**src/rtl/tdm_port_pkg.sv**
```systemverilog
`timescale 1ns/1ps
package tdm_port_pkg;
   typedef enum logic {
      MODE_CTRL = 1'b0,
      MODE_DATA = 1'b1
   } port_mode_e;
endpackage

```
**src/rtl/tdm_slot_tracker.sv**
```systemverilog
`timescale 1ns/1ps
// Finds the start of this device's slot group from the falling grant
// and counts the owned bit periods.
module tdm_slot_tracker #(
   parameter int unsigned WORD_BITS = 64
) (
   input  logic clk,
   input  logic rst_n,
   input  logic grant_in,
   output logic start,
   output logic own,
   output logic last
);
   localparam int unsigned CW = $clog2(WORD_BITS);
   localparam logic [CW-1:0] LAST_IDX = CW'(WORD_BITS - 1);

   logic          grant_q;
   logic          busy_q;
   logic [CW-1:0] cnt_q;

   always_ff @(posedge clk) begin
      if (!rst_n) begin
         grant_q <= 1'b0;
         busy_q  <= 1'b0;
         cnt_q   <= '0;
      end else begin
         grant_q <= grant_in;
         if (start) begin
            busy_q <= 1'b1;
            cnt_q  <= CW'(1);
         end else if (busy_q) begin
            if (cnt_q == LAST_IDX) begin
               busy_q <= 1'b0;
               cnt_q  <= '0;
            end else begin
               cnt_q <= cnt_q + CW'(1);
            end
         end
      end
   end

   // a grant that falls while the group is already owned is ignored
   assign start = grant_q & ~grant_in & ~busy_q;
   assign own   = start | busy_q;
   assign last  = busy_q & (cnt_q == LAST_IDX);
endmodule

```
**src/rtl/tdm_word_shifter.sv**
```systemverilog
`timescale 1ns/1ps
// Parallel-to-serial and serial-to-parallel conversion for one word.
module tdm_word_shifter #(
   parameter int unsigned WORD_BITS = 64,
   parameter bit          MSB_FIRST = 1'b1
) (
   input  logic                 clk,
   input  logic                 rst_n,
   input  logic                 start,
   input  logic                 own,
   input  logic                 sdin,
   input  logic [WORD_BITS-1:0] tx_word,
   output logic                 sdout,
   output logic [WORD_BITS-1:0] rx_word
);
   logic [WORD_BITS-1:0] tx_ord;
   logic [WORD_BITS-1:0] rx_ord;
   logic [WORD_BITS-1:0] tx_sr;
   logic [WORD_BITS-2:0] rx_sr;

   generate
      if (MSB_FIRST) begin : g_msb
         assign tx_ord  = tx_word;
         assign rx_word = rx_ord;
      end else begin : g_lsb
         for (genvar i = 0; i < WORD_BITS; i++) begin : g_rev
            assign tx_ord[i]  = tx_word[WORD_BITS-1-i];
            assign rx_word[i] = rx_ord[WORD_BITS-1-i];
         end
      end
   endgenerate

   assign rx_ord = {rx_sr, sdin};

   always_ff @(posedge clk) begin
      if (!rst_n) begin
         tx_sr <= '0;
         rx_sr <= '0;
      end else begin
         if (start) begin
            tx_sr <= {tx_ord[WORD_BITS-2:0], 1'b0};
         end else if (own) begin
            tx_sr <= {tx_sr[WORD_BITS-2:0], 1'b0};
         end
         if (own) begin
            rx_sr <= rx_ord[WORD_BITS-2:0];
         end
      end
   end

   // first bit comes straight from the word, the rest from the register
   assign sdout = own ? (start ? tx_ord[WORD_BITS-1] : tx_sr[WORD_BITS-1]) : 1'b0;
endmodule

```
**src/rtl/tdm_cal_window.sv**
```systemverilog
`timescale 1ns/1ps
// Opens a window on each rising mode input; closes after N frame starts.
module tdm_cal_window #(
   parameter int unsigned CAL_FRAMES = 194
) (
   input  logic clk,
   input  logic rst_n,
   input  logic mode_in,
   input  logic frame_tick,
   output logic busy
);
   localparam int unsigned CW = $clog2(CAL_FRAMES + 1);

   logic          mode_q;
   logic [CW-1:0] left_q;

   always_ff @(posedge clk) begin
      if (!rst_n) begin
         mode_q <= 1'b0;
         left_q <= '0;
      end else begin
         mode_q <= mode_in;
         if (mode_in & ~mode_q) begin
            left_q <= CW'(CAL_FRAMES);
         end else if (frame_tick && (left_q != '0)) begin
            left_q <= left_q - CW'(1);
         end
      end
   end

   assign busy = (left_q != '0);
endmodule

```
**src/rtl/tdm_serial_port.sv**
```systemverilog
`timescale 1ns/1ps
module tdm_serial_port #(
   parameter int unsigned SLOT_BITS   = 8,
   parameter int unsigned SLOTS       = 8,
   parameter int unsigned SAMPLE_BITS = 16,
   parameter int unsigned CAL_FRAMES  = 194,
   parameter bit          MSB_FIRST   = 1'b1,
   localparam int unsigned WORD_BITS  = SLOT_BITS * SLOTS,
   localparam int unsigned STAT_BITS  = WORD_BITS - 2 * SAMPLE_BITS
) (
   input  logic                   clk,
   input  logic                   rst_n,
   input  logic                   fsync,
   input  logic                   ts_in,
   input  logic                   dc_mode,
   input  logic                   sdin,
   output logic                   sdout,
   output logic                   sdout_oe,
   output logic                   ts_out,
   input  logic [SAMPLE_BITS-1:0] tx_left,
   input  logic [SAMPLE_BITS-1:0] tx_right,
   output logic [SAMPLE_BITS-1:0] rx_left,
   output logic [SAMPLE_BITS-1:0] rx_right,
   output logic                   rx_valid,
   output logic [WORD_BITS-1:0]   ctrl_word,
   output logic [STAT_BITS-1:0]   settings,
   output logic                   cal_busy
);
   import tdm_port_pkg::*;

   generate
      if (SLOTS < 2) begin : g_bad_slots
         $error("tdm_serial_port: SLOTS must be at least 2");
      end
      if (2 * SAMPLE_BITS + 2 > WORD_BITS) begin : g_bad_split
         $error("tdm_serial_port: word too short for two samples and status");
      end
      if (CAL_FRAMES < 1) begin : g_bad_cal
         $error("tdm_serial_port: CAL_FRAMES must be at least 1");
      end
   endgenerate

   logic                 fs_q;
   logic                 frame_tick;
   logic                 start;
   logic                 own;
   logic                 last;
   logic                 data_mode;
   logic [STAT_BITS-1:0] status;
   logic [WORD_BITS-1:0] tx_word;
   logic [WORD_BITS-1:0] rx_word;
   logic [WORD_BITS-1:0] ctrl_q;
   logic [STAT_BITS-1:0] settings_q;

   always_ff @(posedge clk) begin
      if (!rst_n) fs_q <= 1'b0;
      else        fs_q <= fsync;
   end
   assign frame_tick = fs_q & ~fsync;

   tdm_slot_tracker #(.WORD_BITS(WORD_BITS)) u_slots (
      .clk      (clk),
      .rst_n    (rst_n),
      .grant_in (ts_in),
      .start    (start),
      .own      (own),
      .last     (last)
   );

   tdm_cal_window #(.CAL_FRAMES(CAL_FRAMES)) u_cal (
      .clk        (clk),
      .rst_n      (rst_n),
      .mode_in    (dc_mode),
      .frame_tick (frame_tick),
      .busy       (cal_busy)
   );

   assign data_mode = (port_mode_e'(dc_mode) == MODE_DATA);
   assign status    = {cal_busy, settings_q[STAT_BITS-2:0]};
   assign tx_word   = data_mode ? {tx_left, tx_right, status}
                                : {ctrl_q[WORD_BITS-1 -: 2*SAMPLE_BITS], status};

   tdm_word_shifter #(.WORD_BITS(WORD_BITS), .MSB_FIRST(MSB_FIRST)) u_shift (
      .clk     (clk),
      .rst_n   (rst_n),
      .start   (start),
      .own     (own),
      .sdin    (sdin),
      .tx_word (tx_word),
      .sdout   (sdout),
      .rx_word (rx_word)
   );

   always_ff @(posedge clk) begin
      if (!rst_n) begin
         rx_valid   <= 1'b0;
         rx_left    <= '0;
         rx_right   <= '0;
         ctrl_q     <= '0;
         settings_q <= '0;
      end else begin
         rx_valid <= last;
         if (last) begin
            if (data_mode) begin
               rx_left    <= cal_busy ? '0 : rx_word[WORD_BITS-1 -: SAMPLE_BITS];
               rx_right   <= cal_busy ? '0 : rx_word[WORD_BITS-SAMPLE_BITS-1 -: SAMPLE_BITS];
               settings_q <= rx_word[STAT_BITS-1:0];
            end else begin
               ctrl_q <= rx_word;
            end
         end
      end
   end

   assign sdout_oe  = own;
   assign ts_out    = last;
   assign ctrl_word = ctrl_q;
   assign settings  = settings_q;
endmodule

```
**config.mk**
```make
export PLATFORM = sky130hd
export DESIGN_NAME = tdm_serial_port
export DESIGN_NICKNAME = d
export VERILOG_FILES = /design/src/rtl/tdm_port_pkg.sv /design/src/rtl/tdm_slot_tracker.sv /design/src/rtl/tdm_word_shifter.sv /design/src/rtl/tdm_cal_window.sv /design/src/rtl/tdm_serial_port.sv
export SDC_FILE = /design/constraint.sdc
export NUM_CORES = 1
export LEC_CHECK = 0
export BUFFER_PORTS_ARGS = -buffer_cell sky130_fd_sc_hd__buf_2
export CORE_MARGIN = 2
export CORE_UTILIZATION = 46
export DETAILED_ROUTE_END_ITERATION = 10
export PLACE_DENSITY = 0.66
export SYNTH_ARGS = -nofsm -noshare
export SYNTH_HDL_FRONTEND = slang
export SYNTH_HIERARCHICAL = 1
export SYNTH_SLANG_ARGS = --single-unit
export TNS_END_PERCENT = 50
```
**constraint.sdc**
```tcl
create_clock -name clk -period 2.4 [get_ports clk]
set_input_delay 0.72 -clock clk [delete_from_list [all_inputs] [get_ports clk]]
set_output_delay 0.72 -clock clk [all_outputs]
set_load 0.02 [all_outputs]
```
; ---- Word-level counts from Yosys, hierarchy flattened
; Index checks and enable logic that the tools add are counted.
[op_classes]
add_sub_neg = 2
n_eq_ne = 1
muxes = 15
n_bitwise = 12
n_reduce_logical = 9
[op_table]
columns = op, count
row1 = $mux W64, 3
row2 = $mux W16, 2
row3 = $mux W8, 2
row4 = $reduce_bool A8 Y1, 1
row5 = $sub A8 B1 Y8 const B, 1
row6 = $mux W1, 7
row7 = $add A6 B1 Y6 const B, 1
row8 = $eq A6 B6 Y1 const B, 1
row9 = $mux W6, 1
row10 = $not A1 Y1, 6
row11 = $reduce_bool A2 Y1, 3
row12 = $and A1 B1 Y1, 5
row13 = $reduce_and A2 Y1, 2
row14 = $reduce_or A2 Y1, 2
row15 = $logic_and A1 B1 Y1, 1
row16 = $or A1 B1 Y1, 1
[word_totals]
register_bits = 273
input_bits = 38
output_inout_bits = 133
wordCells = 54

; ---- Longest topological paths before layout
; Gate-level depths: netlist (run 1).
[depth]
depth_word = 6
ltp_mapped = 8
depth_no_buf = 6

; ---- Hierarchy
; The synthesis (run 1) kept the hierarchy.
[modules_own_cells]
columns = module, instances, cells_each, area_each_um2, seq_area_each_um2
row1 = tdm_serial_port, 1, 632, 5561.6, 2602.5
row2 = tdm_word_shifter, 1, 486, 5554.1, 2522.4
row3 = tdm_cal_window, 1, 52, 496.7, 180.2
row4 = tdm_slot_tracker, 1, 36, 352.8, 160.2

; ---- Worst setup path before layout (run 1)
; OpenSTA, ideal clock, no wires.
[synth_path]
path_kind = input port to output port
startpoint = in ts_in
endpoint = out sdout
arrival_ns = 1.988
required_time_ns = 1.680
slack_ns = -0.308
stages = 6
n_path_buf = 3
cell_sequence = nand2b_1 nand2b_1 buf_6 buf_6 buf_4 nor2b_1
[synth_between]
elab_chain_len = 5
word_cells_on_any_way = 6
cone_classes = mux (2) / bitwise (4)
[synth_lines]
columns = item, line
row1 = from (decl), tdm_serial_port.sv:14  ; input logic ts_in,
row2 = $not A1 Y1, tdm_slot_tracker.sv:43  ; assign start = grant_q & ~grant_in & ~busy_q;
row3 = $and A1 B1 Y1 (2 in a row), tdm_slot_tracker.sv:43
row4 = $or A1 B1 Y1, tdm_slot_tracker.sv:44  ; assign own = start | busy_q;
row5 = net sdout_oe, tdm_serial_port.sv:18  ; output logic sdout_oe,
row6 = $mux W1, tdm_word_shifter.sv:52  ; assign sdout = own ? (start ? tx_ord[WORD_BITS-1] : tx_sr[WORD_BITS-1]) : 1'b0;
row7 = to (decl), tdm_serial_port.sv:17  ; output logic sdout,
; The timed path passes the listed nets, and every way through them passes these cells.

; ---- Worst setup path in the final report (run 1)
[layout_path]
startpoint = in ts_in
endpoint = out sdout
[layout_between]
elab_chain_len = 5
word_cells_on_any_way = 6
cone_classes = mux (2) / bitwise (4)
[layout_lines]
columns = item, line
row1 = $not A1 Y1 (*), tdm_slot_tracker.sv:43
row2 = $and A1 B1 Y1 (*) (2 in a row), tdm_slot_tracker.sv:43
row3 = net start, tdm_serial_port.sv:45  ; logic start;
row4 = $mux W1 or $or A1 B1 Y1 (tied branches), "tdm_word_shifter.sv:52, tdm_slot_tracker.sv:44"
row5 = $mux W1 (*), tdm_word_shifter.sv:52
; The timed path passes the listed nets; every way through them passes the cells marked *.

==> results of run 1 <==
-- Yosys cell counts, types with 6 or more instances --
| cell | count | area, sq um |
|---|---|---|
| a21boi_1 | 117 | 878 |
| a21boi_0 | 13 | 97.6 |
| buf_2 | 27 | 135 |
| nand3b_1 | 32 | 240 |
| nor2b_1 | 68 | 425 |
| dfxtp_1 | 273 | 5470 |
| buf_4 | 49 | 368 |
| clkbuf_1 | 31 | 116 |
| nand2b_1 | 66 | 413 |
| mux2_2 | 94 | 1060 |
| buf_6 | 14 | 158 |
| o211a_1 | 62 | 621 |
| nor2_1 | 6 | 22.5 |
| nand2_1 | 233 | 875 |
| mux2i_1 | 66 | 661 |
-- layer usage --
metal  wire (um)  vias to the layer above  share of wire
li1            -                     4295              -
met5           0                        -              0
met3        1360                       25          0.050
met1       13800                     4062           0.51
met4         247                        0         0.0091
met2       11700                      137           0.43
-- per-stage QoR --
stage          instance area (sq um)  setup TNS [ps]   util
2_1_floorplan                  12000               0      -
3_3_place_gp                   12800               0  0.497
3_5_place_dp                   12800               0  0.497
4_1_cts                        13800           -19.0  0.537
5_1_grt                        13900           -22.2  0.540
6_report                       13900               0  0.540
-- power groups by stage --
stage / clock, uW / sequential, uW / combinational [uW]
after global placement: 0 / 4740 / 648
after detailed placement: 0 / 4750 / 656
after floorplan: 0 / 4730 / 536
after CTS: 4700 / 4650 / 665
final: 4600 / 4650 / 668
after global routing: 4890 / 4650 / 723
-- final cells by class --
class / instances / area [sq um] / area share
clock buffer: 47 / 906 / 0.0651
clock inverter: 8 / 92.6 / 0.00665
inverter: 4 / 15.0 / 0.00108
multi-input combinational: 806 / 5760 / 0.414
sequential: 273 / 5470 / 0.393
tap: 335 / 419 / 0.0301
timing repair buffer: 206 / 1250 / 0.0898
-- worst paths after layout --
path	endpoint	from	cells past startpoint	slack, ps
min reg2reg	rx_right[13]	rx_right[13]	2	440
min	u_slots/grant_q	ts_in	2	400
max reg2reg	ctrl_word[44]	u_slots/cnt_q[1]	8	570
max	sdout	ts_in	6	40
-- cell families after synthesis --
logic type | after synthesis
compound gates | 214
flops | 273
fa+ha+maj | 3
mux | 160
xor+xnor | 3
simple gates | 426
buf+inv | 127
-- sequential cells by signal, summed over array words and instances, names as in the netlist --
name and flops:
ctrl_word 64, u_cal/mode_q 1, u_shift/tx_sr 63, u_slots/busy_q 1, settings 32, u_cal/left_q 8
u_slots/grant_q 1, rx_left 16, fs_q 1, rx_right 16, u_slots/cnt_q 6, rx_valid 1
u_shift/rx_sr 63
-- timing repair --
item                                    4_1_cts  5_1_grt
setup buffers                                 1        7
pin swaps                                     2        2
resized for setup                             7        8
gates cloned                                  0        0
endpoints found under the setup margin        2        2
==> impl_metrics.env, run 1 <==
export IMPL_use_met2=0.298
export IMPL_crit_top_cell="buf_2"
export IMPL_syn_avg_cell_area_sq_um=9.92
export IMPL_antenna_found_initial=0
export IMPL_ys_flop_type="dfxtp_1"
export IMPL_combPwrFrac=0.067
export IMPL_yosysSeqAreaShare=0.457
export IMPL_p_int_uw=7750
export IMPL_hp_class="in -> reg"
export IMPL_slew_violations=0
export IMPL_detail_route_antenna_nets=0
export IMPL_p_clk_frac=0.464
export IMPL_skew_ps=10.2
export IMPL_htreeDepth=1
export IMPL_met3_usage=0.0382
export IMPL_die_area_sq_um=27300
export IMPL_ys_seq_elements=273
export IMPL_worst_pin_slew_ps=553
export IMPL_rsz0062_at_grt="true"
export IMPL_first_iter_violations=517
export IMPL_nets=1362
export IMPL_fin_total_pwr_uw=9910
export IMPL_clock_path_buffers=3
export IMPL_routabilityCongestion=0.771
export IMPL_grt_pass1_wl_um=42300
export IMPL_hold_buffers=0
export IMPL_critical_path_max_stage_delay_ps=260
export IMPL_path_max_fanout=2
export IMPL_die_w_um=165
export IMPL_area_growth_pct=16.3
export IMPL_drive_above_1_share=0.275
export IMPL_clock_latency_ps=540
export IMPL_grt_max_degree=117
export IMPL_synth_top_family_by_area="simple AND/OR/NAND/NOR gates"
export IMPL_switchingPower_uw=2160
export IMPL_initial_core_util=0.464
export IMPL_irDropWorstVdd_uv=415
export IMPL_synthMuxAreaShare=0.144
export IMPL_critPathCaptureType="output pin"
export IMPL_syn_num_nets=1247
export IMPL_dp_cells=1616
export IMPL_crit_family="simple AND/OR/NAND/NOR gates"
export IMPL_crit_path_cell_trace="buf_2 > nand2b_1 > nor2_4 > mux2i_2 > nor2b_4 > buf_2"
export IMPL_vias_per_cell=5.07
export IMPL_synth_edff_count=0
export IMPL_post_route_period_util=0.983
export IMPL_fin_crit_ps=2360
export IMPL_row_count=59
export IMPL_drc=0
export IMPL_cts_sinks=273
export IMPL_io_pins=171
export IMPL_dr_pass1_iters=4
export IMPL_power_leakage_uw=0.00610
export IMPL_core_region_area_sq_um=25800
export IMPL_io_buffers=170
export IMPL_crit_path_top_delay_cell="mux2i_2"
export IMPL_final_common_cell="dfxtp_1"
export IMPL_yosysUniqueCellTypes=45
export IMPL_critPathKind="in -> out"
export IMPL_grt_most_used_layer="met2"
export IMPL_tritoncts="yes"
export IMPL_worst_setup_path_start_kind="input pin"
export IMPL_fmax_mhz=424
export IMPL_cts_made_buffers=30
export IMPL_hold_violations=0
export IMPL_setup_violations_final=0
export IMPL_synth_adder_area_share=0.00314
export IMPL_place_ws_ps=16.7
export IMPL_seq_power_share=0.469
export IMPL_hold_ws_ps=397
export IMPL_maxCapViolCount=0
export IMPL_switching_share=0.218
export IMPL_final_cells=1679
export IMPL_synth_compound_area_share=0.147
export IMPL_syn_inst=1206
export IMPL_routed_wl_um=27100
export IMPL_crit_arrival_ps=1640
export IMPL_ys_warn_count=6
export IMPL_async_flop_share=0
export IMPL_chipHeight_um=165
export IMPL_grt_util_all_layers=0.192
export IMPL_synth_simple_area_share=0.180
export IMPL_synth_area_sq_um=12000
export IMPL_cp_num_buf_inv=2
export IMPL_outcome="finished, final reports clean"
export IMPL_relSlewSlack=0.632
export IMPL_synth_xor_area_frac=0.00220
export IMPL_antennaDiodeCount=0
export IMPL_grt_pass1_vias=8003
export IMPL_finalWorstSetupSlack_ps=41.0
export IMPL_worstPathRequired_ps=1680
export IMPL_nFillCells=2356
export IMPL_overflow=0
export IMPL_vias=8519
export IMPL_cts_root_buf="clkbuf_16"
export IMPL_layout_common_cells="271 x dfxtp_1, 232 x nand2_1, 168 x buf_2"
export IMPL_dpl_hpwl_um=17700
export IMPL_clk_pin_slew_ps=60
export IMPL_use_met1=0.279
export IMPL_wire_per_inst_um=16.1
export IMPL_power_density_nw_per_um2=712
Note: power is estimated with default switching activity, not from simulation.
==> run 2: changes to the inputs <==
--- a/config.mk
+++ b/config.mk
@@ -8,6 +8,7 @@
 export BUFFER_PORTS_ARGS = -buffer_cell sky130_fd_sc_hd__buf_2
 export CORE_MARGIN = 2
 export CORE_UTILIZATION = 46
+export CTS_BUF_LIST = sky130_fd_sc_hd__clkbuf_4
 export DETAILED_ROUTE_END_ITERATION = 10
 export PLACE_DENSITY = 0.66
 export SYNTH_ARGS = -nofsm -noshare
==> run 2 against run 1 <==
Global-route usage increased by 0.62 points. Cell count is 3.9% higher. Highest routed layer unchanged. Setup slack got worse by 38 ps. Maximum frequency shrank 1.6%. Via count rose by 3.4%. Largest cell class unchanged. Clock power shrank 14%. Register-to-register slack got worse by 220 ps. Sequential power about the same. Non-clock buffer count shrank 2.
==> impl_metrics.env, run 2 (same netlist as run 1, synthesis figures left out) <==
export IMPL_r2r_start="u_slots/cnt_q[0]"
export IMPL_holdPathStages=2
export IMPL_chipHeight_um=165
export IMPL_vias_per_cell=5.05
export IMPL_power_leakage_uw=0.00615
export IMPL_critical_path_max_stage_delay_ps=310
export IMPL_io_pins=171
export IMPL_cts_made_buffers=76
export IMPL_clock_path_buffers=3
export IMPL_grt_pass1_wl_um=42900
export IMPL_post_route_period_util=0.999
export IMPL_htreeDepth=3
export IMPL_cts_sinks=273
export IMPL_crit_family="simple AND/OR/NAND/NOR gates"
export IMPL_antenna_found_initial=1
export IMPL_final_common_cell="dfxtp_1"
export IMPL_tritoncts="yes"
export IMPL_fmax_mhz=417
export IMPL_grt_util_all_layers=0.199
export IMPL_setup_violations_final=0
export IMPL_largest_reg_flops=64
export IMPL_clock_latency_ps=660
export IMPL_routed_wl_um=27500
export IMPL_initial_core_util=0.464
export IMPL_irDropWorstVdd_uv=354
export IMPL_min_to="u_slots/grant_q"
export IMPL_slew_violations=0
export IMPL_drc=0
export IMPL_fin_total_pwr_uw=9270
export IMPL_dr_pass1_iters=6
export IMPL_nets=1406
export IMPL_final_cell_area_sq_um=13800
export IMPL_cp_num_buf_inv=1
export IMPL_power_density_nw_per_um2=670
export IMPL_rsz0062_at_grt="true"
export IMPL_worst_pin_slew_ps=546
export IMPL_die_w_um=165
export IMPL_reg2reg_to="ctrl_word[44]"
export IMPL_layout_common_cells="267 x dfxtp_1, 232 x nand2_1, 165 x buf_2"
export IMPL_skew_ps=31.3
export IMPL_overflow=0
export IMPL_maxCapViolCount=0
export IMPL_nFillCells=2386
export IMPL_regToRegSetupSlack_ps=350
export IMPL_hold_buffers=0
export IMPL_crit_path_cell_trace="nand2b_1 > nor2_4 > mux2i_4 > nor2b_4 > buf_6"
export IMPL_hold_ws_ps=288
export IMPL_cts_root_buf="clkbuf_4"
export IMPL_critPathKind="reg -> out"
export IMPL_io_buffers=170
export IMPL_fin_crit_ps=2400
export IMPL_grt_pass1_vias=8330
export IMPL_multiInputGateArea_sq_um=5780
export IMPL_min_from="ts_in"
export IMPL_placedInstanceArea_sq_um=12800
export IMPL_core_region_area_sq_um=25800
export IMPL_ff_latch_area_sq_um=5480
export IMPL_hold_violations=0
export IMPL_drive_above_1_share=0.312
export IMPL_hp_class="in -> reg"
export IMPL_crit_arrival_ps=1680
export IMPL_vias=8811
export IMPL_worstPathRequired_ps=1680
export IMPL_worst_setup_path_start_kind="flip-flop"
export IMPL_outcome="finished, final reports clean"
export IMPL_area_growth_pct=15.5
export IMPL_row_count=59
export IMPL_detail_route_antenna_nets=0
export IMPL_clk_pin_slew_ps=60
export IMPL_critPathCaptureType="output pin"
export IMPL_path_max_fanout=2
export IMPL_grt_max_degree=117
export IMPL_r2r_cells=10
export IMPL_wire_per_inst_um=15.7
export IMPL_crit_path_top_delay_cell="dfxtp_1"
export IMPL_die_area_sq_um=27300
export IMPL_dpl_hpwl_um=17700
export IMPL_routabilityCongestion=0.771
export IMPL_relSlewSlack=0.636
export IMPL_first_iter_violations=467
[run 2: cell types whose count changed in the layout (fill, tap and decap cells not counted), sizes merged]
cell | previous run | this run
diode | 0 | 1
bufinv | 2 | 0
clkinv | 5 | 9
clkinvlp | 1 | 0
inv | 4 | 5
buf | 206 | 204
clkbuf | 47 | 112
[run 2: per-stage QoR]
stage                util  setup slack, ps  std cells  TNS [ps]
global route        0.537            -80.3       1745      -241
detailed placement  0.497             16.7       1616         0
global placement    0.497             30.9       1616         0
CTS                 0.536            -78.2       1742      -141
floorplan               -             9.87       1206         0
finish              0.537             3.20       1745         0
[run 2: per-layer routing]
| layer | global-route usage | routed length (um) |
|---|---|---|
| met5 | 0 | 0 |
| met4 | 0.0704 | 420 |
| met3 | 0.0519 | 1630 |
| met2 | 0.297 | 11800 |
| met1 | 0.276 | 13600 |
[run 2: timing repair]
item / CTS / global route
buffers inserted: 4 / 2
setup endpoints to repair: 4 / 4
gates cloned: 0 / 0
hold endpoints to repair: 0 / 0
gates resized for setup: 23 / 2
pin swaps: 4 / 1
[run 2: layout make-up]
class	instances	share of cell area
diodes	1	0.000181
clock buffers	112	0.0608
clock inverters	10	0.00290
inverters	4	0.00109
multi-input cells	806	0.418
flip-flops and latches	273	0.396
well taps	335	0.0303
repair buffers	204	0.0901
[run 2: worst max path at each step]
stage / cells after the start / startpoint / end / slack, ps
after floorplan: 6 / ts_in / sdout / 10
after global placement: 6 / ts_in / sdout / 30
after detailed placement: 7 / ts_in / u_shift/tx_sr[4] / 20
after CTS: 5 / u_slots/grant_q / sdout / -80
after global routing: 5 / u_slots/cnt_q[1] / ts_out / -80
final: 5 / u_slots/grant_q / sdout / 3
[run 2: worst register-to-register path, delay by kind of cell, from the launching register on]
kind	cells	cell delay [ps]
fa+ha+maj	1	130
buf+inv	4	690
flops	1	360
compound gates	1	130
simple gates	4	640
[run 2: power by group]
group	total [uW]	switching, uW	leakage, uW	internal (uW)
Sequential	4650	43.9	0.00221	4600
Combinational	676	313	0.00340	363
Clock	3940	1840	0.000538	2100
==> run 3: changes to the inputs <==
--- a/config.mk
+++ b/config.mk
@@ -11,6 +11,7 @@
 export CTS_BUF_LIST = sky130_fd_sc_hd__clkbuf_4
 export DETAILED_ROUTE_END_ITERATION = 10
 export PLACE_DENSITY = 0.66
+export REMOVE_ABC_BUFFERS = 1
 export SYNTH_ARGS = -nofsm -noshare
 export SYNTH_HDL_FRONTEND = slang
 export SYNTH_HIERARCHICAL = 1
==> run 3 against run 2 <==
Hold slack improved by 2.7 ps. Cell count is 0.34% higher. Sequential share of layout area is 0.35 points lower. Sequential cell count did not move. Non-clock buffer count increased by 2.
==> impl_metrics.env, run 3 (same netlist as run 1, synthesis figures left out) <==
export IMPL_dr_wl_met2_um=12100
export IMPL_vias=8688
export IMPL_detail_route_antenna_nets=0
export IMPL_antenna_found_initial=1
export IMPL_critical_path_max_stage_delay_ps=340
export IMPL_wl_met1_um=12700
export IMPL_dp_cells=1618
export IMPL_crit_arrival_ps=1680
export IMPL_hold_ws_ps=291
export IMPL_fin_crit_ps=2400
export IMPL_final_cells=1751
export IMPL_io_pins=171
export IMPL_worst_setup_path_start_kind="flip-flop"
export IMPL_wl_met3_um=1320
export IMPL_die_area_sq_um=27300
export IMPL_nets=1406
export IMPL_hold_buffers=0
export IMPL_cts_root_buf="clkbuf_4"
export IMPL_routabilityCongestion=0.715
export IMPL_routed_wl_um=26500
export IMPL_io_buffers=170
export IMPL_die_w_um=165
export IMPL_cts_made_buffers=74
export IMPL_clock_latency_ps=660
export IMPL_maxCapViolCount=0
export IMPL_grt_max_degree=70
export IMPL_worst_pin_slew_ps=681
export IMPL_crit_path_cell_trace="nand2b_4 > nor2_4 > mux2i_4 > nor2b_4 > buf_6"
export IMPL_rsz0062_at_grt="true"
export IMPL_tns_ps=0
export IMPL_hold_violations=0
export IMPL_power_density_nw_per_um2=692
export IMPL_relSlewSlack=0.541
export IMPL_cts_sinks=273
export IMPL_holdPathStages=2
export IMPL_skew_ps=29.2
export IMPL_initial_core_util=0.464
export IMPL_layout_common_cells="267 x dfxtp_1, 232 x nand2_1, 165 x buf_2"
export IMPL_clock_path_buffers=3
export IMPL_worstPathRequired_ps=1680
export IMPL_irDropWorstVdd_uv=301
export IMPL_dpl_hpwl_um=16400
export IMPL_critPathCaptureType="output pin"
export IMPL_slew_violations=0
export IMPL_critPathKind="reg -> out"
export IMPL_htreeDepth=3
export IMPL_fmax_mhz=417
export IMPL_chipHeight_um=165
export IMPL_core_region_area_sq_um=25800
export IMPL_outcome="finished, final reports clean"
export IMPL_tritoncts="yes"
export IMPL_power_leakage_uw=0.00621
export IMPL_post_route_period_util=0.999
export IMPL_setup_violations_final=0
export IMPL_path_max_fanout=2
export IMPL_r2r_cells=10
export IMPL_grt_pass1_vias=8329
export IMPL_row_count=59
export IMPL_clk_pin_slew_ps=60
export IMPL_wire_per_inst_um=15.1
export IMPL_largest_reg_flops=64
export IMPL_final_common_cell="dfxtp_1"
export IMPL_crit_path_top_delay_cell="dfxtp_2"
export IMPL_dr_max_layer_used="met4"
export IMPL_hp_class="in -> reg"
export IMPL_grt_pass1_wl_um=41900
export IMPL_grt_util_all_layers=0.191
export IMPL_overflow=0
export IMPL_drive_above_1_share=0.316
export IMPL_vias_per_cell=4.96
export IMPL_area_growth_pct=16.6
export IMPL_drc=0
export IMPL_first_iter_violations=462
export IMPL_dr_pass1_iters=5
## run 3: cell type report
cell class,count,area (sq um)
fill,2386,11800
multi-input combinational,806,5790
sequential,273,5480
timing repair buffer,206,1270
clock buffer,114,856
tap,335,419
clock inverter,12,124
inverter,4,15.0
antenna,1,2.50
## run 3: report_power, final
group          switching (uW)  internal [uW]  total (uW)
Sequential               46.2           4600        4650
Clock                    1850           2460        4320
Combinational             321            373         694
## run 3: layer usage
| metal | GRT usage | vias to the layer above |
|---|---|---|
| li1 | - | 4418 |
| met1 | 0.254 | 4060 |
| met2 | 0.305 | 179 |
| met3 | 0.0485 | 31 |
| met4 | 0.0601 | 0 |
| met5 | 0 | - |
## run 3: what timing repair did
action | in CTS | in global routing
resized for setup | 23 | 9
buffers inserted | 3 | 4
endpoints found under the setup margin | 4 | 4
pin swaps | 3 | 3
gates cloned | 0 | 0
## run 3: path summary, 6_finish.rpt
path | from | endpoint | slack [ps]
worst min register to register | rx_right[6] | rx_right[6] | 440
worst max register to register | u_slots/cnt_q[0] | ctrl_word[44] | 420
worst max-delay path | u_slots/grant_q | sdout | 3
worst min-delay path | fsync | fs_q | 290
## run 3: metrics by stage
step / instance area [sq um] / util / worst slack (ps) / power (uW)
2_1_floorplan: 11200 / - / -3870 / 5230
3_3_place_gp: 12800 / 0.498 / -241 / 5410
3_5_place_dp: 12800 / 0.498 / -232 / 5420
4_1_cts: 13900 / 0.539 / -162 / 9810
5_1_grt: 14000 / 0.542 / -97.0 / 10100
6_report: 14000 / 0.542 / 2.56 / 9660
## run 3: critical path: cells and delay by family, from the launching register on
| family | cells | cell delay, ps |
|---|---|---|
| AND/OR/NAND/NOR | 3 | 290 |
| flip-flops | 1 | 340 |
| buffers and inverters | 1 | 130 |
| multiplexers | 1 | 270 |
